<file path="src/rtl/fms_pkg.sv">
package fms_pkg;
  localparam int WORD_W = 32;
  localparam int FRAC_W = 23;
  localparam int EF_W   = 8;
  localparam int MAN_W  = FRAC_W + 1;
  localparam int EXT_W  = MAN_W + 3;
  localparam int XE_W   = 10;
  localparam int BIAS   = (1 << (EF_W - 1)) - 1;
  localparam logic [WORD_W-1:0] DEF_NAN = 32'h7FC0_0000;

  typedef enum logic [2:0] {
    C_ZERO, C_NORM, C_DNORM, C_INF, C_QNAN, C_SNAN
  } fcls_e;

  function automatic logic [4:0] lzc_man(input logic [MAN_W-1:0] v);
    lzc_man = 5'(MAN_W);
    for (int i = 0; i < MAN_W; i++)
      if (v[i]) lzc_man = 5'(MAN_W - 1 - i);
  endfunction

  function automatic logic [4:0] lzc_ext(input logic [EXT_W-1:0] v);
    lzc_ext = 5'(EXT_W);
    for (int i = 0; i < EXT_W; i++)
      if (v[i]) lzc_ext = 5'(EXT_W - 1 - i);
  endfunction
endpackage

</file>
<file path="src/rtl/fms_unpack.sv">
module fms_unpack
  import fms_pkg::*;
(
  input  logic [WORD_W-1:0]       word,
  output fcls_e                   cls,
  output logic                    sgn,
  output logic signed [XE_W-1:0]  ex,
  output logic [MAN_W-1:0]        man
);
  logic [EF_W-1:0]   ef;
  logic [FRAC_W-1:0] fr;
  logic [4:0]        lz;

  assign ef  = word[WORD_W-2 -: EF_W];
  assign fr  = word[FRAC_W-1:0];
  assign sgn = word[WORD_W-1];

  always_comb begin
    lz  = lzc_man({1'b0, fr});
    cls = C_NORM;
    man = {1'b1, fr};
    ex  = XE_W'(int'(ef) - BIAS);
    if (ef == '1) begin
      man = '0;
      ex  = '0;
      if (fr == '0)        cls = C_INF;
      else if (fr[FRAC_W-1]) cls = C_QNAN;
      else                 cls = C_SNAN;
    end else if (ef == '0) begin
      if (fr == '0) begin
        cls = C_ZERO;
        man = '0;
        ex  = '0;
      end else begin
        cls = C_DNORM;
        man = {1'b0, fr} << lz;
        ex  = XE_W'(1 - BIAS - int'(lz));
      end
    end
  end
endmodule

</file>
<file path="src/rtl/fms_special.sv">
module fms_special
  import fms_pkg::*;
(
  input  fcls_e             zc,
  input  fcls_e             xc,
  input  fcls_e             yc,
  input  logic              xs,
  input  logic              ys,
  input  logic [WORD_W-1:0] zw,
  input  logic [WORD_W-1:0] xw,
  input  logic [WORD_W-1:0] yw,
  output logic              hit,
  output logic [WORD_W-1:0] word,
  output logic              inv
);
  localparam logic [WORD_W-1:0] QBIT = WORD_W'(1) << (FRAC_W - 1);
  localparam logic [WORD_W-1:0] INF_MAG = {1'b0, {EF_W{1'b1}}, {FRAC_W{1'b0}}};

  logic x_inf, y_inf, x_zero, y_zero;
  assign x_inf  = (xc == C_INF);
  assign y_inf  = (yc == C_INF);
  assign x_zero = (xc == C_ZERO);
  assign y_zero = (yc == C_ZERO);

  always_comb begin
    hit  = 1'b1;
    inv  = 1'b0;
    word = '0;
    if (zc == C_SNAN) begin
      inv  = 1'b1;
      word = zw | QBIT;
    end else if (yc == C_SNAN && xc != C_SNAN) begin
      inv  = 1'b1;
      word = yw | QBIT;
    end else if (xc == C_SNAN) begin
      inv  = 1'b1;
      word = xw | QBIT;
    end else if (yc == C_QNAN && xc != C_QNAN) begin
      word = yw;
    end else if (xc == C_QNAN) begin
      word = xw;
    end else if (zc == C_QNAN) begin
      word = zw;
    end else if ((x_inf && y_zero) || (x_zero && y_inf)) begin
      inv  = 1'b1;
      word = DEF_NAN;
    end else if (x_inf || y_inf) begin
      word = INF_MAG | {xs ^ ys, {(WORD_W-1){1'b0}}};
    end else if (x_zero || y_zero || zc == C_INF) begin
      word = zw;
    end else begin
      hit  = 1'b0;
    end
  end
endmodule

</file>
<file path="src/rtl/fms_mul.sv">
module fms_mul
  import fms_pkg::*;
(
  input  logic [MAN_W-1:0] xm,
  input  logic [MAN_W-1:0] ym,
  output logic [EXT_W-1:0] pm,
  output logic             ptop
);
  localparam int HW = WORD_W / 2;

  logic [WORD_W-1:0]   aj, bj;
  logic [HW-1:0]       ah [2];
  logic [HW-1:0]       bh [2];
  logic [WORD_W-1:0]   pp [4];
  logic [2*WORD_W-1:0] full;
  logic [WORD_W-1:0]   hi;

  assign aj = {xm, {(WORD_W-MAN_W){1'b0}}};
  assign bj = {ym, {(WORD_W-MAN_W){1'b0}}};

  for (genvar h = 0; h < 2; h++) begin : g_half
    assign ah[h] = aj[h*HW +: HW];
    assign bh[h] = bj[h*HW +: HW];
  end

  for (genvar i = 0; i < 2; i++) begin : g_row
    for (genvar j = 0; j < 2; j++) begin : g_col
      assign pp[i*2+j] = ah[i] * bh[j];
    end
  end

  always_comb begin
    full = '0;
    for (int i = 0; i < 2; i++)
      for (int j = 0; j < 2; j++)
        full = full + ({{WORD_W{1'b0}}, pp[i*2+j]} << (HW * (i + j)));
    hi = full[2*WORD_W-1:WORD_W] | {{(WORD_W-1){1'b0}}, |full[WORD_W-1:0]};
    ptop = hi[WORD_W-1];
    if (ptop)
      pm = hi[WORD_W-1 -: EXT_W] | {{(EXT_W-1){1'b0}}, |hi[WORD_W-EXT_W-1:0]};
    else
      pm = hi[WORD_W-2 -: EXT_W] | {{(EXT_W-1){1'b0}}, |hi[WORD_W-EXT_W-2:0]};
  end
endmodule

</file>
<file path="src/rtl/fms_addnorm.sv">
module fms_addnorm
  import fms_pkg::*;
(
  input  logic                   zs,
  input  logic signed [XE_W-1:0] ze,
  input  logic [MAN_W-1:0]       zm,
  input  logic                   z_zero,
  input  logic                   rs,
  input  logic signed [XE_W-1:0] re,
  input  logic [EXT_W-1:0]       rm,
  output logic                   sgn,
  output logic signed [XE_W-1:0] ex,
  output logic [EXT_W-1:0]       sig,
  output logic                   is_zero
);
  function automatic logic [EXT_W-1:0] shr_sticky(input logic [EXT_W-1:0] v, input int d);
    logic [EXT_W-1:0] ones;
    logic [EXT_W-1:0] lost;
    ones = '1;
    if (d >= EXT_W) return {{(EXT_W-1){1'b0}}, |v};
    lost = v & ~(ones << d);
    return (v >> d) | {{(EXT_W-1){1'b0}}, |lost};
  endfunction

  logic [EXT_W-1:0] zx, a, b, diff;
  logic [EXT_W:0]   sum;
  logic [4:0]       lz;
  int               dz, ealn, adj;

  assign zx = {zm, 3'b000};

  always_comb begin
    dz   = int'(ze) - int'(re);
    a    = zx;
    b    = rm;
    ealn = int'(re);
    if (z_zero) begin
      a = '0;
    end else if (dz > 0) begin
      b    = shr_sticky(rm, dz);
      ealn = int'(ze);
    end else begin
      a = shr_sticky(zx, -dz);
    end

    sum     = '0;
    diff    = '0;
    lz      = '0;
    adj     = 0;
    is_zero = 1'b0;
    sgn     = zs;
    if (zs == rs) begin
      sum = {1'b0, a} + {1'b0, b};
      if (sum[EXT_W]) begin
        sig = sum[EXT_W:1] | {{(EXT_W-1){1'b0}}, sum[0]};
        adj = 1;
      end else begin
        sig = sum[EXT_W-1:0];
      end
    end else begin
      if (a >= b) diff = a - b;
      else begin
        diff = b - a;
        sgn  = rs;
      end
      is_zero = (diff == '0);
      lz  = lzc_ext(diff);
      sig = is_zero ? '0 : (diff << lz);
      adj = is_zero ? 0 : -int'(lz);
    end
    ex = XE_W'(ealn + adj);
  end
endmodule

</file>
<file path="src/rtl/fms_core.sv">
module fms_core
  import fms_pkg::*;
(
  input  logic                   clk,
  input  logic                   rst,
  input  logic                   in_valid,
  input  logic [31:0]            opnd_z,
  input  logic [31:0]            opnd_x,
  input  logic [31:0]            opnd_y,
  input  logic [1:0]             rmode,
  output logic                   out_valid,
  output logic                   out_final,
  output logic [31:0]            out_word,
  output logic                   out_invalid,
  output logic                   out_sign,
  output logic signed [9:0]      out_exp,
  output logic [26:0]            out_sig
);
  localparam logic [1:0] RM_DOWN = 2'b11;

  fcls_e                  zc, xc, yc;
  logic                   zs, xs, ys;
  logic signed [XE_W-1:0] ze, xe, ye, re, ae;
  logic [MAN_W-1:0]       zm, xm, ym;
  logic [EXT_W-1:0]       pm, asig;
  logic                   ptop, asgn, azero;
  logic                   sp_hit, sp_inv;
  logic [WORD_W-1:0]      sp_word;

  fms_unpack u_unp_z (.word(opnd_z), .cls(zc), .sgn(zs), .ex(ze), .man(zm));
  fms_unpack u_unp_x (.word(opnd_x), .cls(xc), .sgn(xs), .ex(xe), .man(xm));
  fms_unpack u_unp_y (.word(opnd_y), .cls(yc), .sgn(ys), .ex(ye), .man(ym));

  fms_special u_spec (
    .zc(zc), .xc(xc), .yc(yc), .xs(xs), .ys(ys),
    .zw(opnd_z), .xw(opnd_x), .yw(opnd_y),
    .hit(sp_hit), .word(sp_word), .inv(sp_inv)
  );

  fms_mul u_mul (.xm(xm), .ym(ym), .pm(pm), .ptop(ptop));

  assign re = XE_W'(int'(xe) + int'(ye) + int'(ptop));

  fms_addnorm u_add (
    .zs(zs), .ze(ze), .zm(zm), .z_zero(zc == C_ZERO),
    .rs(~(xs ^ ys)), .re(re), .rm(pm),
    .sgn(asgn), .ex(ae), .sig(asig), .is_zero(azero)
  );

  always_ff @(posedge clk) begin
    if (rst) begin
      out_valid   <= 1'b0;
      out_final   <= 1'b0;
      out_word    <= '0;
      out_invalid <= 1'b0;
      out_sign    <= 1'b0;
      out_exp     <= '0;
      out_sig     <= '0;
    end else begin
      out_valid <= in_valid;
      if (in_valid) begin
        out_invalid <= sp_hit & sp_inv;
        out_final   <= sp_hit | azero;
        out_word    <= sp_hit ? sp_word :
                       azero  ? {rmode == RM_DOWN, {(WORD_W-1){1'b0}}} : '0;
        out_sign    <= (sp_hit | azero) ? 1'b0 : asgn;
        out_exp     <= (sp_hit | azero) ? '0 : ae;
        out_sig     <= (sp_hit | azero) ? '0 : asig;
      end
    end
  end


  vld_follow_chk: assert property (@(posedge clk) disable iff (rst)
    in_valid |=> out_valid);

  vld_idle_chk: assert property (@(posedge clk) disable iff (rst)
    !in_valid |=> !out_valid);

  hidden_bit_chk: assert property (@(posedge clk) disable iff (rst)
    (out_valid && !out_final) |-> out_sig[EXT_W-1]);

  inv_final_chk: assert property (@(posedge clk) disable iff (rst)
    (out_valid && out_invalid) |-> out_final);

  nan_quiet_chk: assert property (@(posedge clk) disable iff (rst)
    (out_valid && out_final && out_invalid && out_word[30:23] == 8'hFF)
      |-> out_word[22]);
endmodule

</file>
<file path="config.mk">
export PLATFORM = sky130hd
export DESIGN_NAME = fms_core
export DESIGN_NICKNAME = d
export VERILOG_FILES = /design/src/rtl/fms_pkg.sv /design/src/rtl/fms_unpack.sv /design/src/rtl/fms_special.sv /design/src/rtl/fms_mul.sv /design/src/rtl/fms_addnorm.sv /design/src/rtl/fms_core.sv
export SDC_FILE = /design/constraint.sdc
export NUM_CORES = 2
export LEC_CHECK = 0
export ABC_AREA = 1
export BUFFER_PORTS_ARGS = -buffer_cell sky130_fd_sc_hd__buf_4
export CAP_MARGIN = 20
export CORE_MARGIN = 1
export CORE_UTILIZATION = 55
export CTS_BUF_LIST = sky130_fd_sc_hd__clkbuf_8
export DETAILED_ROUTE_END_ITERATION = 8
export PLACE_DENSITY = 0.72
export RECOVER_POWER = 100
export SLEW_MARGIN = 20
export SYNTH_ARGS = -nofsm -noshare
export SYNTH_HDL_FRONTEND = slang
export SYNTH_SLANG_ARGS = --single-unit
</file>
<file path="constraint.sdc">
create_clock -name clk -period 30.7 [get_ports clk]
set_input_delay 0 -clock clk [delete_from_list [all_inputs] [get_ports clk]]
set_output_delay 0 -clock clk [all_outputs]
set_load 0.05 [all_outputs]
</file>
Word level (Yosys, flattened, before mapping)
Index checks and enable logic that the tools add are counted.

cells by class
  reduce and logical (&&, ||, !) cells = 25
  shift-type cells = 8
  bitwise gates (word level) = 14
  multiply operators = 4
  magnitude comparators = 4
  add/subtract/negate cells = 18
  equal/unequal tests = 16
  mux-type cells = 188

operators with widths
  kind                    count
  $mux 27                 15
  $mux 32                 11
  $mux 5                  62
  $mux 24                 9
  $mux 10                 14
  $or 27x1->27            5
  $mux 4                  32
  $reduce_or 27->1        3
  $shl 23x5->24           3
  $logic_not 23->1        3
  $add 64x48->64          1
  $add 64x64->64          1
  $ge 32x6->1 const B     2
  $shl 27x32->27 const A  2
  $shr 27x32->27          2
  $and 27x27->27          2
  $not 27->27             2
  $sub 27x27->27          2
  $add 32x48->49          1
  $gt 32x1->1 const B     1
  $mul 16x16->32          1
  $neg 32->32             1
  $or 32x1->32            1
  $reduce_or 32->1        1
  other kinds (33)        100

word-level totals
  register bits after elaboration = 73
  input port bits = 101
  output and inout bits = 73

Depth between registers and ports, before layout
  depth in word-level cells = 80
  gate-level depth with buffers = 176

Hierarchy
From an unflattened synthesis, not the netlist that was laid out.

unflattened totals
  cells, all modules = 7638
  area, all modules = 45467.4 um2

by module, submodules not included
  module                    area each (um2)  instances  cells each
  fms_mul                   22631.7          1          3281
  fms_addnorm               11858.9          1          2220
  fms_unpack (u_unp_x ...)  1953.1           2          423
  fms_core                  3083.0           1          418
  fms_special               2029.4           1          448
  fms_unpack (u_unp_z)      1958.1           1          425

Worst setup path after synthesis
Ideal clock, no wire load.

  path type = input port to flip-flop
  from = input opnd_x[0]
  to = register out_exp[9]
  path buffers = 9
  stages on the path = 157
  path slack = 9.119 ns
  arrival time = 21.511 ns
  required time = 30.630 ns
  path through = inv_1 o21ai_0 a21oi_1 o21ai_0 a21oi_1 o21ai_0 a21oi_1 o21ai_0 a21oi_1 o21ai_0 nand2_1 nand2_1 nand2_1 nand2_1 clkbuf_1 nand2_1 o21ai_0 nand2_1 [... 121 more ...] ha_1 a21oi_1 nor2_1 nor2_1 nor2_1 nor2_1 nor2_1 nor2_1 nor2_1 nor2_1 o21bai_1 nand2_1 nand2_1 a21oi_1 xnor2_1 xnor2_1 nand2_1 a21oi_1

between the ends
  longest elaborated chain between the ends = 79
  elaborated cells between the ends (all ways) = 151

RTL lines
  what                                                             line            text
  start: declaration                                               fms_core.sv:8   input logic [31:0] opnd_x,
  parallel branches: the longest is 78 deep, another holds $mux 5  --
  $mux 10 (*)                                                      fms_core.sv:67  out_exp <= (sp_hit | azero) ? '0 : ae;
  end signal: assignment                                           fms_core.sv:67
  end: declaration                                                 fms_core.sv:16  output logic signed [9:0] out_exp,

Every way passes the cells marked *. The select of a mux whose other input is x is not followed.
A chain may end at the register's enable or synchronous reset.

Worst setup path after layout
  from = input opnd_y[0]
  to = register out_exp[9]

between the ends
  longest elaborated chain between the ends = 79
  elaborated cells between the ends (all ways) = 149

RTL lines
  what                                                             line            text
  start: declaration                                               fms_core.sv:9   input logic [31:0] opnd_y,
  parallel branches: the longest is 78 deep, another holds $mux 5  --
  $mux 10 (*)                                                      fms_core.sv:67

Marks and branches as above.

==> results.cfg <==
[floorplan]
initial_core_util_pct = 56.1
die_y_um = 278
die_area_mm2 = 0.0775
fp.dieW_um = 278
coreArea_mm2 = 0.0749
pin_count = 174
num_rows = 100

[clocking]
cts_sinks = 73
htreeDepth = 3
clk_pin_slew_ps = 80
clock-root-buffer = clkbuf_8
clk_latency_ps = 370
cts_max_path_buffers = 2
cts_tree = done
post_cts_buffers = 0
cts_resized = 0
cts-buffers-inserted = 9

[logic_synthesis]
synth-simple-area-share_pct = 30.4
syn_area_mm2 = 0.0420
synth-seq-cells = 73
synth_mux_area_share_pct = 0.244
ys_types = 85
synthCells = 6708
async_flop_share_pct = 0
synth_edf_count = 0
ys_warn_count = 0
synth_fa_ha_area_share_pct = 32.0
synth-seq-area-share_pct = 3.48
avgSynthCellArea_um2 = 6.26
synthFlopType = dfxtp_1
synth_xor_area_share_pct = 4.54
synth_top_family_by_area = adder cells
synth_compound_area_share_pct = 15.9
syn-num-nets = 7630

[timing]
fin_setup_tns_ps = 0
slew_violations = 84
fin_crit_sh_pct = 89.1
finalSetupViolations = 0
maxSlewHeadroom_pct = -99.6
finalHoldViolations = 0
grt_setup_unrepaired = no
finalClockSkew_ps = 0
period_needed_ps = 27350
fmax_mhz = 36.6
tightest_slew_ps = 2990

[critical_path]
crit_path_start_kind = input port
crit_type = in -> reg
cpPeakStageDelay_ps = 830
critical_path_required_ps = 30990
cpMostUsedCell = nand2_1
cp.arrival_ps = 27640
cp_slowest_cell = inv_1
crit_fanout = 38
endpoint_kind = flip-flop

[global_routing]
grt_max_degree = 74
antenna_found_initial = 2
grt_pass1_wl_um = 253000
first_global_vias = 44600
grt_usage_pct = 41.6
overflow = 0

[drt]
route.detailed.drc = 0
wl_per_cell_um = 21.1
via_per_inst = 6.06
ant_nets = 0
drtPass1Iterations = 9
drt_iter0_drc = 5659
finalWirelength_um = 162000
vias = 46500

[placed_design]
hpwl_um = 134000
portBuffers = 173
place_congestion = 1.10

[worst_hold_path]
min_path_type = in -> reg

[layout]
area_delta_synth_final_pct = 4.55
layout.nets = 7627
layout-drive-gt1-share_pct = 5.96

[job]
drv_cap = 2

[outcome]
violations = capacitance limit, slew limit
status = complete, but fails checks
worst max-delay path: cells and delay by family:
family	cells	cell delay, ps
xor+xnor	6	1410
fa+ha+maj	16	6030
compound gates	35	6570
simple gates	63	9550
buf+inv	25	4000
Yosys cell counts (62+ instances only):
master	number	share of area (%)
dfxtp_1	73	3.5
nor2_1	554	5.0
o211ai_1	91	1.6
inv_1	1093	9.8
xor2_1	155	3.2
ha_1	398	12
o21ai_1	79	0.94
clkbuf_1	188	1.7
nand2_1	1693	15
fa_1	423	20
nand3_1	550	6.6
a21oi_1	351	4.2
nand4_1	62	0.92
o21ai_0	339	4.0
logic make-up after synthesis:
group           after synthesis
simple gates               3032
buf+inv                    1444
compound gates             1120
fa+ha+maj                   821
xor+xnor                    209
flops                        73
mux                           9
metal layers:
layer | up-vias | global-route usage [%] | wire [µm]
li1 | 21400 | - | -
met1 | 21600 | 55.8 | 65400
met2 | 2893 | 64.1 | 69100
met3 | 522 | 7.32 | 18300
met4 | 2 | 21.5 | 9350
met5 | - | 0 | 181
cell usage in the layout (no fill, tap or decap), types with 6 or more instances in the layout:
master	n
o21bai_1	16
o221ai_1	29
a31oi_1	22
xor2_2	9
a22oi_1	9
buf_4	185
o21ai_2	23
dfxtp_1	73
nand2_1	1694
a211oi_1	13
nor4_1	17
o21a_1	9
fa_1	423
xor2_1	156
or2_2	17
o21ai_0	329
clkinv_1	16
a21o_1	10
o2111ai_1	24
a21oi_1	352
nand4_1	62
ha_1	398
a221oi_1	11
nor3_1	49
nand2_2	31
o22ai_1	33
inv_1	1095
inv_2	53
nand3b_1	8
nor2_1	553
o31ai_1	16
clkbuf_8	9
mux2i_1	8
a22oi_2	6
clkbuf_1	77
o21ai_1	79
nor2_2	17
xnor2_1	43
o211ai_1	91
nand3_1	550
flip-flops by register name, indices dropped and copies added (netlist names):
register,count
out_invalid,1
out_valid,1
out_sign,1
out_word,32
out_exp,10
out_sig,27
out_final,1
cell type report:
| cell class | instances | area (µm²) |
|---|---|---|
| clock buffer | 9 | 124 |
| tap | 969 | 1210 |
| sequential | 73 | 1460 |
| inverter | 1165 | 4380 |
| timing repair buffer | 265 | 1710 |
| fill | 7707 | 31000 |
| clock inverter | 6 | 85.1 |
| antenna | 1 | 2.50 |
| multi-input combinational | 5191 | 34900 |
timing repair:
action | in CTS | in global routing
hold buffers | 3 | 0
hold endpoints to repair | 7 | 0
endpoints found under the setup margin | 0 | 0
final timing paths:
check | start | endpoint | slack, ps | cells after the start
hold / removal | opnd_z[11] | out_word[11]$_SDFFE_PP0P_ | 30 | 3
hold reg to reg | out_sig[14]$_SDFFE_PP0P_ | out_sig[14]$_SDFFE_PP0P_ | 460 | 2
setup / recovery | opnd_y[0] | out_exp[9]$_SDFFE_PP0P_ | 3350 | 145
setup reg to reg | out_sig[20]$_SDFFE_PP0P_ | out_sig[20]$_SDFFE_PP0P_ | 29940 | 2
metrics by stage:
| step | setup WS (ps) | instance area, µm² | instances | hold WS (ps) | util, % |
|---|---|---|---|---|---|
| floorplan | 9120 | 42000 | 6708 | 203 | - |
| global placement | 4500 | 44000 | 7660 | 322 | 58.7 |
| detailed placement | 4040 | 44000 | 7660 | 328 | 58.7 |
| CTS | 4350 | 44200 | 7678 | 12.8 | 59.0 |
| global route | 664 | 43900 | 7678 | 34.3 | 58.6 |
| finish | 3350 | 43900 | 7679 | 31.6 | 58.6 |
Power is left out: the tool's default activity adds up to more than one toggle a clock period on the data nets, which glitch-free logic cannot reach.
